==> src/rtl/sa_cal_pkg.sv <==
package sa_cal_pkg;
  typedef enum logic [1:0] {S_INIT, S_REQ, S_WAIT, S_DONE} cal_state_e;
  localparam int DIFF_MODE_N = 3;
endpackage

==> src/rtl/sa_cal_digit.sv <==
module sa_cal_digit #(
  parameter int W   = 2,
  parameter int MAX = 3
) (
  input  logic         clk,
  input  logic         arst_n,
  input  logic         clr,
  input  logic         inc,
  output logic [W-1:0] val,
  output logic         at_max
);
  localparam logic [W-1:0] MAXV = W'(MAX);

  assign at_max = (val == MAXV);

  always_ff @(posedge clk or negedge arst_n) begin
    if (!arst_n)     val <= '0;
    else if (clr)    val <= '0;
    else if (inc)    val <= at_max ? '0 : val + 1'b1;
  end
endmodule

==> src/rtl/sa_sweep_ctr.sv <==
module sa_sweep_ctr #(
  parameter int MODE_N = 5,
  parameter int IREF_W = 3,
  parameter int VRD_W  = 3,
  parameter int TIM_W  = 2,
  localparam int MODE_W = $clog2(MODE_N)
) (
  input  logic              clk,
  input  logic              arst_n,
  input  logic              clr,
  input  logic              adv,
  output logic [MODE_W-1:0] mode,
  output logic [IREF_W-1:0] iref,
  output logic [VRD_W-1:0]  vrd,
  output logic [TIM_W-1:0]  tim,
  output logic              last
);
  localparam int NDIG = 4;

  // digit 0 is innermost (timing), digit 3 outermost (mode)
  function automatic int dig_w(int k);
    case (k)
      0: return TIM_W;
      1: return VRD_W;
      2: return IREF_W;
      default: return MODE_W;
    endcase
  endfunction

  function automatic int dig_max(int k);
    case (k)
      0: return (1 << TIM_W) - 1;
      1: return (1 << VRD_W) - 1;
      2: return (1 << IREF_W) - 1;
      default: return MODE_N - 1;
    endcase
  endfunction

  logic [NDIG-1:0] inc;
  logic [NDIG-1:0] top;

  for (genvar k = 0; k < NDIG; k++) begin : g_dig
    logic [dig_w(k)-1:0] v;
    if (k == 0) begin : g_first
      assign inc[k] = adv;
    end else begin : g_chain
      assign inc[k] = inc[k-1] & top[k-1];
    end
    sa_cal_digit #(.W(dig_w(k)), .MAX(dig_max(k))) u_digit (
      .clk    (clk),
      .arst_n (arst_n),
      .clr    (clr),
      .inc    (inc[k]),
      .val    (v),
      .at_max (top[k])
    );
  end

  assign tim  = g_dig[0].v;
  assign vrd  = g_dig[1].v;
  assign iref = g_dig[2].v;
  assign mode = g_dig[3].v;
  assign last = &top;

  a_r3_inner_step: assert property (@(posedge clk) disable iff (!arst_n)
    (adv && !clr && !top[0]) |=> (tim == $past(tim) + 1'b1) && $stable(mode) && $stable(iref))
    else $error("timing trim did not step");

  a_r3_mode_range: assert property (@(posedge clk) disable iff (!arst_n)
    int'(mode) < MODE_N)
    else $error("mode code out of range");
endmodule

==> src/rtl/sa_trim_store.sv <==
module sa_trim_store #(
  parameter int MODE_W    = 3,
  parameter int IREF_W    = 3,
  parameter int VRD_W     = 3,
  parameter int TIM_W     = 2,
  parameter int DEF_MODE  = 0,
  parameter int DEF_IREF  = 4,
  parameter int DEF_VREAD = 4,
  parameter int DEF_TIM   = 1
) (
  input  logic              clk,
  input  logic              por_n,
  input  logic              cfg_open,
  input  logic              cfg_we,
  input  logic              cfg_lock,
  input  logic [MODE_W-1:0] cfg_mode,
  input  logic [IREF_W-1:0] cfg_iref,
  input  logic [VRD_W-1:0]  cfg_vread,
  input  logic [TIM_W-1:0]  cfg_tim,
  input  logic              cal_we,
  input  logic              cal_def,
  input  logic [MODE_W-1:0] cand_mode,
  input  logic [IREF_W-1:0] cand_iref,
  input  logic [VRD_W-1:0]  cand_vread,
  input  logic [TIM_W-1:0]  cand_tim,
  output logic [MODE_W-1:0] st_mode,
  output logic [IREF_W-1:0] st_iref,
  output logic [VRD_W-1:0]  st_vread,
  output logic [TIM_W-1:0]  st_tim,
  output logic              lock
);
  localparam logic [MODE_W-1:0] D_MODE = MODE_W'(DEF_MODE);
  localparam logic [IREF_W-1:0] D_IREF = IREF_W'(DEF_IREF);
  localparam logic [VRD_W-1:0]  D_VRD  = VRD_W'(DEF_VREAD);
  localparam logic [TIM_W-1:0]  D_TIM  = TIM_W'(DEF_TIM);

  always_ff @(posedge clk or negedge por_n) begin
    if (!por_n) begin
      st_mode  <= D_MODE;
      st_iref  <= D_IREF;
      st_vread <= D_VRD;
      st_tim   <= D_TIM;
      lock     <= 1'b0;
    end else if (cal_we) begin
      st_mode  <= cal_def ? D_MODE : cand_mode;
      st_iref  <= cal_def ? D_IREF : cand_iref;
      st_vread <= cal_def ? D_VRD  : cand_vread;
      st_tim   <= cal_def ? D_TIM  : cand_tim;
    end else if (cfg_we && cfg_open) begin
      st_mode  <= cfg_mode;
      st_iref  <= cfg_iref;
      st_vread <= cfg_vread;
      st_tim   <= cfg_tim;
      lock     <= cfg_lock;
    end
  end

  a_r10_closed_write: assert property (@(posedge clk) disable iff (!por_n)
    (cfg_we && !cfg_open && !cal_we) |=> $stable(lock) && $stable(st_mode)
      && $stable(st_iref) && $stable(st_vread) && $stable(st_tim))
    else $error("register write taken while search active");

  a_r11_por_unlock: assert property (@(posedge clk)
    !por_n |-> !lock)
    else $error("lock survived power-on reset");
endmodule

==> src/rtl/sa_cal_seq.sv <==
module sa_cal_seq
  import sa_cal_pkg::*;
(
  input  logic clk,
  input  logic arst_n,
  input  logic lock,
  input  logic rd_req_ready,
  input  logic rsp_valid,
  input  logic rsp_ok,
  input  logic last,
  output logic ctr_clr,
  output logic ctr_adv,
  output logic rd_req_valid,
  output logic cal_busy,
  output logic cal_done,
  output logic cal_fail,
  output logic cal_we,
  output logic cal_def
);
  cal_state_e state, state_nx;
  logic       resp_in;

  assign resp_in      = (state == S_WAIT) && rsp_valid;
  assign ctr_clr      = (state == S_INIT);
  assign ctr_adv      = resp_in && !rsp_ok && !last;
  assign cal_we       = resp_in && (rsp_ok || last);
  assign cal_def      = !rsp_ok;
  assign rd_req_valid = (state == S_REQ);
  assign cal_busy     = (state == S_REQ) || (state == S_WAIT);
  assign cal_done     = (state == S_DONE);

  always_comb begin
    state_nx = state;
    case (state)
      S_INIT: state_nx = lock ? S_DONE : S_REQ;
      S_REQ:  if (rd_req_ready) state_nx = S_WAIT;
      S_WAIT: if (rsp_valid) state_nx = (rsp_ok || last) ? S_DONE : S_REQ;
      default: state_nx = S_DONE;
    endcase
  end

  always_ff @(posedge clk or negedge arst_n) begin
    if (!arst_n) begin
      state    <= S_INIT;
      cal_fail <= 1'b0;
    end else begin
      state <= state_nx;
      if (cal_we && cal_def) cal_fail <= 1'b1;
    end
  end

  a_r6_one_outstanding: assert property (@(posedge clk) disable iff (!arst_n)
    (rd_req_valid && rd_req_ready) |=> !rd_req_valid)
    else $error("second request before response");

  a_r4_pass_ends: assert property (@(posedge clk) disable iff (!arst_n)
    (resp_in && rsp_ok) |=> cal_done && !cal_fail && !rd_req_valid)
    else $error("passing read did not end search");

  a_r5_exhaust_fails: assert property (@(posedge clk) disable iff (!arst_n)
    (resp_in && !rsp_ok && last) |=> cal_done && cal_fail)
    else $error("exhausted sweep not flagged");

  a_r9_lock_skips: assert property (@(posedge clk) disable iff (!arst_n)
    (state == S_INIT && lock) |=> cal_done && !cal_fail)
    else $error("locked reset ran a search");
endmodule

==> src/rtl/sa_trim_cal.sv <==
module sa_trim_cal
  import sa_cal_pkg::*;
#(
  parameter int MODE_N    = 5,
  parameter int IREF_W    = 3,
  parameter int VRD_W     = 3,
  parameter int TIM_W     = 2,
  parameter int DEF_MODE  = 0,
  parameter int DEF_IREF  = 4,
  parameter int DEF_VREAD = 4,
  parameter int DEF_TIM   = 1,
  localparam int MODE_W   = $clog2(MODE_N)
) (
  input  logic              clk,
  input  logic              por_n,
  input  logic              rst_n,
  output logic              rd_req_valid,
  input  logic              rd_req_ready,
  input  logic              rsp_valid,
  input  logic              rsp_ok,
  output logic [MODE_W-1:0] sa_mode,
  output logic              sa_single_ended,
  output logic [IREF_W-1:0] sa_iref,
  output logic [VRD_W-1:0]  sa_vread,
  output logic [TIM_W-1:0]  sa_tim,
  input  logic              cfg_we,
  input  logic              cfg_lock,
  input  logic [MODE_W-1:0] cfg_mode,
  input  logic [IREF_W-1:0] cfg_iref,
  input  logic [VRD_W-1:0]  cfg_vread,
  input  logic [TIM_W-1:0]  cfg_tim,
  output logic              cal_busy,
  output logic              cal_done,
  output logic              cal_fail
);
  localparam logic [MODE_W-1:0] SE_FIRST = MODE_W'(DIFF_MODE_N);

  logic              arst_n;
  logic              ctr_clr, ctr_adv, last, lock, cal_we, cal_def;
  logic [MODE_W-1:0] c_mode, s_mode;
  logic [IREF_W-1:0] c_iref, s_iref;
  logic [VRD_W-1:0]  c_vrd, s_vrd;
  logic [TIM_W-1:0]  c_tim, s_tim;

  assign arst_n = rst_n & por_n;

  sa_sweep_ctr #(.MODE_N(MODE_N), .IREF_W(IREF_W), .VRD_W(VRD_W), .TIM_W(TIM_W)) u_ctr (
    .clk (clk), .arst_n (arst_n), .clr (ctr_clr), .adv (ctr_adv),
    .mode (c_mode), .iref (c_iref), .vrd (c_vrd), .tim (c_tim), .last (last)
  );

  sa_cal_seq u_seq (
    .clk (clk), .arst_n (arst_n), .lock (lock),
    .rd_req_ready (rd_req_ready), .rsp_valid (rsp_valid), .rsp_ok (rsp_ok), .last (last),
    .ctr_clr (ctr_clr), .ctr_adv (ctr_adv), .rd_req_valid (rd_req_valid),
    .cal_busy (cal_busy), .cal_done (cal_done), .cal_fail (cal_fail),
    .cal_we (cal_we), .cal_def (cal_def)
  );

  sa_trim_store #(
    .MODE_W (MODE_W), .IREF_W (IREF_W), .VRD_W (VRD_W), .TIM_W (TIM_W),
    .DEF_MODE (DEF_MODE), .DEF_IREF (DEF_IREF), .DEF_VREAD (DEF_VREAD), .DEF_TIM (DEF_TIM)
  ) u_store (
    .clk (clk), .por_n (por_n), .cfg_open (cal_done),
    .cfg_we (cfg_we), .cfg_lock (cfg_lock), .cfg_mode (cfg_mode), .cfg_iref (cfg_iref),
    .cfg_vread (cfg_vread), .cfg_tim (cfg_tim),
    .cal_we (cal_we), .cal_def (cal_def),
    .cand_mode (c_mode), .cand_iref (c_iref), .cand_vread (c_vrd), .cand_tim (c_tim),
    .st_mode (s_mode), .st_iref (s_iref), .st_vread (s_vrd), .st_tim (s_tim), .lock (lock)
  );

  // candidate drives the amplifier while searching, stored value otherwise
  assign sa_mode         = cal_busy ? c_mode : s_mode;
  assign sa_iref         = cal_busy ? c_iref : s_iref;
  assign sa_vread        = cal_busy ? c_vrd  : s_vrd;
  assign sa_tim          = cal_busy ? c_tim  : s_tim;
  assign sa_single_ended = (sa_mode >= SE_FIRST);

  a_r1_quiet_in_reset: assert property (@(posedge clk)
    !rst_n |-> !rd_req_valid && !cal_busy && !cal_done)
    else $error("activity during reset");

  a_r6_hold_request: assert property (@(posedge clk) disable iff (!arst_n)
    (rd_req_valid && !rd_req_ready) |=> rd_req_valid && $stable(sa_mode)
      && $stable(sa_iref) && $stable(sa_vread) && $stable(sa_tim))
    else $error("request dropped or trims moved before acceptance");

  a_r2_busy_until_done: assert property (@(posedge clk) disable iff (!arst_n)
    (cal_busy && !cal_we) |=> cal_busy)
    else $error("busy dropped early");
endmodule

==> config.mk <==
export PLATFORM = sky130hd
export DESIGN_NAME = sa_trim_cal
export DESIGN_NICKNAME = d
export VERILOG_FILES = /design/src/rtl/sa_cal_pkg.sv /design/src/rtl/sa_cal_digit.sv /design/src/rtl/sa_sweep_ctr.sv /design/src/rtl/sa_trim_store.sv /design/src/rtl/sa_cal_seq.sv /design/src/rtl/sa_trim_cal.sv
export SDC_FILE = /design/constraint.sdc
export NUM_CORES = 1
export LEC_CHECK = 0
export BUFFER_PORTS_ARGS = -buffer_cell sky130_fd_sc_hd__buf_2
export CELL_PAD_IN_SITES_DETAIL_PLACEMENT = 0
export CELL_PAD_IN_SITES_GLOBAL_PLACEMENT = 2
export CORE_AREA = 2 2 50 99
export DETAILED_ROUTE_END_ITERATION = 6
export DIE_AREA = 0 0 52 101
export PLACE_DENSITY_LB_ADDON = 0.1
export SLEW_MARGIN = 20
export SYNTH_ARGS = -nofsm -noshare
export SYNTH_HDL_FRONTEND = slang
export SYNTH_HIERARCHICAL = 1
export SYNTH_SLANG_ARGS = --single-unit
==> constraint.sdc <==
create_clock -name clk -period 3.4 [get_ports clk]
set_input_delay 0.68 -clock clk [delete_from_list [all_inputs] [get_ports clk]]
set_output_delay 0.68 -clock clk [all_outputs]
set_load 0.05 [all_outputs]
==> results of run 1 <==
[cells by family after synthesis]
group / synth area share
compound gates: 0.0978
mux: 0.194
simple gates: 0.154
buf+inv: 0.0473
flops: 0.412
fa+ha+maj: 0.0946
[per-stage QoR]
| step | std cells | total power [mW] | instance area, µm² | hold WS (ns) | utilization |
|---|---|---|---|---|---|
| global route | 236 | 1.99 | 1860 | 0.297 | 0.412 |
| floorplan | 146 | 1.43 | 1590 | 0.384 | - |
| global placement | 232 | 1.63 | 1790 | 0.435 | 0.396 |
| finish | 236 | 1.87 | 1860 | 0.290 | 0.412 |
| CTS | 236 | 1.91 | 1860 | 0.293 | 0.412 |
| detailed placement | 232 | 1.63 | 1790 | 0.442 | 0.396 |
[critical path: cells and delay by family (launching register included)]
kind | cells | cell delay (ns)
buf+inv | 2 | 0.30
fa+ha+maj | 1 | 0.65
flops | 1 | 0.41
mux | 1 | 0.41
compound gates | 1 | 0.18
[flip-flops by register name (all words and copies together) (netlist names)]
register                 count
u_store/st_mode              3
u_ctr/g_dig.u_digit/val     11
u_store/lock                 1
u_seq/state                  2
u_store/st_iref              3
u_store/st_tim               2
u_store/st_vread             3
u_seq/cal_fail               1
[layer usage]
layer  track usage  vias up  wire [µm]  part of all wire
met3        0.0134        2         87             0.023
met1         0.213      601       1600              0.43
met2         0.273       19       2030              0.54
li1              -      581          -                 -
met5             0        -          0                 0
met4        0.0668        0         43             0.011
[final cells by class]
type                    instances  area [µm²]  share of cell area
multi-input cells             108         857               0.461
flip-flops and latches         26         654               0.352
repair buffers                 35         178              0.0956
well taps                      55        68.8              0.0370
clock buffers                   3        41.3              0.0222
clock inverters                 1        30.0              0.0162
inverters                       8        30.0              0.0162
[power groups by stage]
stage	clock network, mW	registers, mW	logic [mW]
final	0.263	0.481	1.13
after global routing	0.284	0.498	1.21
after CTS	0.274	0.485	1.15
after detailed placement	0	0.491	1.14
after global placement	0	0.485	1.14
after floorplan	0	0.489	0.942
[path summary, 6_finish.rpt]
check | endpoint | start | cells past startpoint
max in group asynchronous | u_ctr/g_dig[3].u_digit/val[2]$_DFFE_PN0P_ | por_n | 2
setup reg to reg | u_ctr/g_dig[2].u_digit/val[0]$_DFFE_PN0P_ | u_ctr/g_dig[1].u_digit/val[0]$_DFFE_PN0P_ | 7
hold / removal | u_store/st_vread[0]$_DFFE_PN0P_ | por_n | 1
min in group clk | u_seq/cal_fail$_DFFE_PN0P_ | u_seq/cal_fail$_DFFE_PN0P_ | 1
setup / recovery | sa_single_ended | u_seq/state[0]$_DFFE_PN0P_ | 5
hold reg to reg | u_seq/cal_fail$_DFFE_PN0P_ | u_seq/cal_fail$_DFFE_PN0P_ | 1
[cells in the final DEF, fill, tap and decap left out, drive strengths merged]
cell	instances
a21o	2
and3	1
nand2b	5
and2b	1
and2	2
o211a	1
buf	35
a211oi	4
a21oi	5
or3b	3
nand3	1
inv	8
o21ai	8
nor3	5
bufinv	1
and4	2
nor2	15
nand2	11
mux2i	15
ha	12
dfrtp	23
mux2	13
dfstp	3
o22ai	2
clkbuf	3
==> impl_metrics.tcl, run 1 <==
set metrics [dict create \
    outcome "complete, no violations" \
    overflow 0 \
    antenna_left 0 \
    ir_drop_mv 0.825 \
    cts_buffers 3 \
    swShare 0.502 \
    routedWlPerCell_um 15.9 \
    fin_ws_ns 0.496 \
    num_antenna_cells 0 \
    regToRegSetupSlack_ns 0.80 \
    rsz0062_at_grt "no" \
    yosys.cell_count.top_type "dfrtp_1" \
    cpMaxStageDelayCell "ha_1" \
    antenna_found_initial 0 \
    async_flop_share 1.00 \
    clk_path_buf_depth 2 \
    syn_nets 177 \
    syn_avg_cell_area_um2 10.9 \
    viasPerCell 5.10 \
    finalCritPeriodShare 0.854 \
    synth.area.top_cells "dfrtp_1 (36%), ha_1 (9.5%), mux2i_1 (9.5%), mux2_2 (7.1%), dfstp_2 (5.0%)" \
    place_congestion 0.702 \
    holdBufCountCts 0 \
    power.switching_uw 939 \
    synth_top_area_share 0.363 \
    start_util 0.352 \
    cts_tree "built" \
    synth_common_cells "dfrtp_1 (23), mux2i_1 (15), nor2_1 (15)" \
    ys_seq_area_frac 0.412 \
    nNetsFinal 213 \
    finalHoldViolCount 0 \
    wl_um 3750 \
    drv_cap 0 \
    finalSetupTns_ns 0 \
    die-width_um 52 \
    port_buffers 34 \
    dr.pass1.iters 4 \
    grt_util_all_layers 0.164 \
    worstPathCellList "inv_1 -> ha_1 -> mux2_2 -> a21o_1 -> buf_2" \
    crit_fanout 12 \
    finalCriticalPeriod_ns 2.90 \
    post_cts_buffers 0 \
    p_seq_frac 0.257 \
    finClkSkew_ns 0.00439 \
    post-place-ws_ns 0.772 \
    clock-sinks 26 \
    power_frac_comb 0.602 \
    grt_pass1_wl_um 6250 \
    finalSetupViolCount 0 \
    drt_iter0_markers 6 \
    arrival_ns 2.22 \
    layout-drive-gt1-share 0.354 \
    ys.flop_type "dfrtp_1" \
    cpPeakStageDelay_ns 0.65 \
    synth_warnings 6 \
    core_um2 4510 \
    cts_resized 0 \
    start_kind "flip-flop" \
    io_pins 35 \
    drc_errors 0 \
    area_delta_synth_final_pct 17.2 \
    internal_power_uw 931 \
    dp_hpwl_um 2740 \
    clkPwrFrac 0.141 \
    slew_viol_final 0 \
    yosysTopAreaCell "dfrtp_1" \
    ys_types 31 \
    grt_max_degree 16 \
    grt_pass1_vias 1236 \
    worstPathRequired_ns 2.72 \
    fp-row-count 35 \
    synth_edf_count 0 \
    powerDensity_nw_per_um2 1010 \
    relSlewSlack 0.530 \
    die-height_um 101 \
    path_clk_slew_ns 0.10 \
    hold_class "in -> async" \
    vias 1203 \
    syn_area_um2 1590 \
    cts_root_buf "clkbuf_8" \
    crit_type "reg -> out" \
    die_area_um2 5250 \
    syn_inst 146 \
    total_leakage_power_nw 0.962 \
    fillCellCount 478 \
    clk_latency_ns 0.27 \
    htree_levels 1 \
    endpoint_kind "primary output" \
    worstMarginPinSlew_ns 0.705 \
    max_freq_mhz 344 \
    synth.ff_latch_count 26 \
]
No activity file was read; power rests on OpenSTA's default activity.
==> run 2, diff against run 1 <==
Settings changed: CORE_AREA 2 2 50 99 to 2 2 49 97, CTS_BUF_LIST from default to sky130_fd_sc_hd__clkbuf_4, DIE_AREA 0 0 52 101 to 0 0 51 99.
==> run 2 against run 1 <==
  * Sequential share of layout area increased by 0.75 points
  * Routed wire length increased by 2.9%
  * Non-clock buffer count increased by 1
  * Die area decreased by 3.9%
  * Global-route usage increased by 0.57 points
  * Largest cell class unchanged
  * Largest power group unchanged
==> impl_metrics.tcl, run 2 (synthesis gave the netlist of run 1 again) <==
set metrics [dict create \
    total_leakage_power_nw 0.946 \
    clock-sinks 26 \
    core_um2 4300 \
    start_kind "flip-flop" \
    die_area_um2 5050 \
    htree_levels 1 \
    rr_endpoint "u_store/st_tim[0]$_DFFE_PN1P_" \
    area_delta_synth_final_pct 14.7 \
    grt_util_all_layers 0.169 \
    wl_um 3860 \
    arrival_ns 2.26 \
    top_register "u_ctr/g_dig.u_digit/val" \
    routedWlPerCell_um 16.4 \
    clk_path_buf_depth 2 \
    finalCritPeriodShare 0.863 \
    antenna_left 0 \
    num_antenna_cells 0 \
    crit_fanout 9 \
    reg2reg_from "u_ctr/g_dig[3].u_digit/val[0]$_DFFE_PN0P_" \
    finClkSkew_ns 0.00304 \
    worstMarginPinSlew_ns 0.912 \
    dp_hpwl_um 2960 \
    finalHoldViolCount 0 \
    io_pins 35 \
    regToRegSetupSlack_ns 0.86 \
    drt_iter0_markers 16 \
    overflow 0 \
    outcome "complete, no violations" \
    start_util 0.369 \
    endpoint_kind "primary output" \
    place_congestion 0.697 \
    holdBufCountCts 0 \
    antenna_found_initial 0 \
    port_buffers 34 \
    cts_root_buf "clkbuf_4" \
    fillCellCount 460 \
    hold_ws_ns 0.223 \
    drv_cap 0 \
    cts_tree "built" \
    layout_commonest_cell "buf_2" \
    hold_class "in -> async" \
    viasPerCell 5.15 \
    cts_buffers 3 \
    layout-drive-gt1-share 0.352 \
    post-place-ws_ns 0.820 \
    powerDensity_nw_per_um2 975 \
    largest_reg_flops 11 \
    cts_resized 0 \
    clk_latency_ns 0.32 \
    max_freq_mhz 341 \
    grt_pass1_wl_um 6420 \
    relSlewSlack 0.390 \
    ir_drop_mv 0.533 \
    dr.pass1.iters 4 \
    final_cell_mix "buf_2 (34), dfrtp_1 (23), mux2i_1 (15), nor2_1 (15), ha_1 (12)" \
    worstPathRequired_ns 2.72 \
    grt_pass1_vias 1325 \
    drc_errors 0 \
    path_clk_slew_ns 0.15 \
    grt_max_degree 16 \
    fin_ws_ns 0.465 \
    die-width_um 51 \
    slew_viol_final 0 \
    crit_type "reg -> out" \
    post_cts_buffers 0 \
    rsz0062_at_grt "no" \
    finalSetupViolCount 0 \
    fp-row-count 34 \
    finalCriticalPeriod_ns 2.94 \
    nNetsFinal 214 \
    reg2reg_depth 10 \
    finalSetupTns_ns 0 \
    die-height_um 99 \
    vias 1216 \
]
## run 2: report_power, final
part	internal, mW	leakage (nW)	switching [mW]	total, mW
Combinational	0.367	0.604	0.786	1.15
Sequential	0.417	0.327	0.0630	0.480
Clock	0.0431	0.0154	0.0986	0.142
Total	0.828	0.946	0.948	1.78
## run 2: area by class of cell
class | count | area (µm²) | share of cell area
clock buffers | 3 | 22.5 | 0.0124
clock inverters | 1 | 3.75 | 0.00206
inverters | 8 | 30.0 | 0.0165
multi-input cells | 108 | 857 | 0.471
flip-flops and latches | 26 | 654 | 0.359
well taps | 54 | 67.6 | 0.0371
repair buffers | 36 | 185 | 0.102
## run 2: critical path, stage by stage, from the launching register on
cell     delay [ns]
dfrtp_1        0.45
inv_1          0.10
ha_1           0.59
buf_4          0.23
mux2_2         0.34
buf_2          0.21
## run 2: stage by stage
stage          power [mW]  instance area (µm²)  instances   util
2_1_floorplan        1.43                 1590        146      -
3_3_place_gp         1.63                 1790        232  0.418
3_5_place_dp         1.65                 1790        232  0.418
4_1_cts              1.80                 1820        236  0.424
5_1_grt              1.88                 1820        236  0.424
6_report             1.78                 1820        236  0.424
## run 2: how the worst max path moves through the flow
| stage | start | end | cells past startpoint |
|---|---|---|---|
| after floorplan | u_seq/state[0]$_DFFE_PN0P_ | sa_single_ended | 5 |
| after global placement | u_seq/state[1]$_DFFE_PN0P_ | sa_iref[1] | 5 |
| after detailed placement | u_seq/state[0]$_DFFE_PN0P_ | sa_iref[1] | 5 |
| after CTS | u_seq/state[0]$_DFFE_PN0P_ | sa_iref[1] | 5 |
| after global routing | u_seq/state[1]$_DFFE_PN0P_ | sa_single_ended | 5 |
| final | u_seq/state[0]$_DFFE_PN0P_ | sa_iref[1] | 5 |
## run 2: layer usage
layer | vias up | part of all wire | wire [µm] | global-route usage
li1 | 580 | - | - | -
met1 | 601 | 0.38 | 1480 | 0.178
met2 | 29 | 0.56 | 2150 | 0.319
met3 | 6 | 0.040 | 155 | 0.0227
met4 | 0 | 0.020 | 79 | 0.0728
met5 | - | 0 | 0 | 0
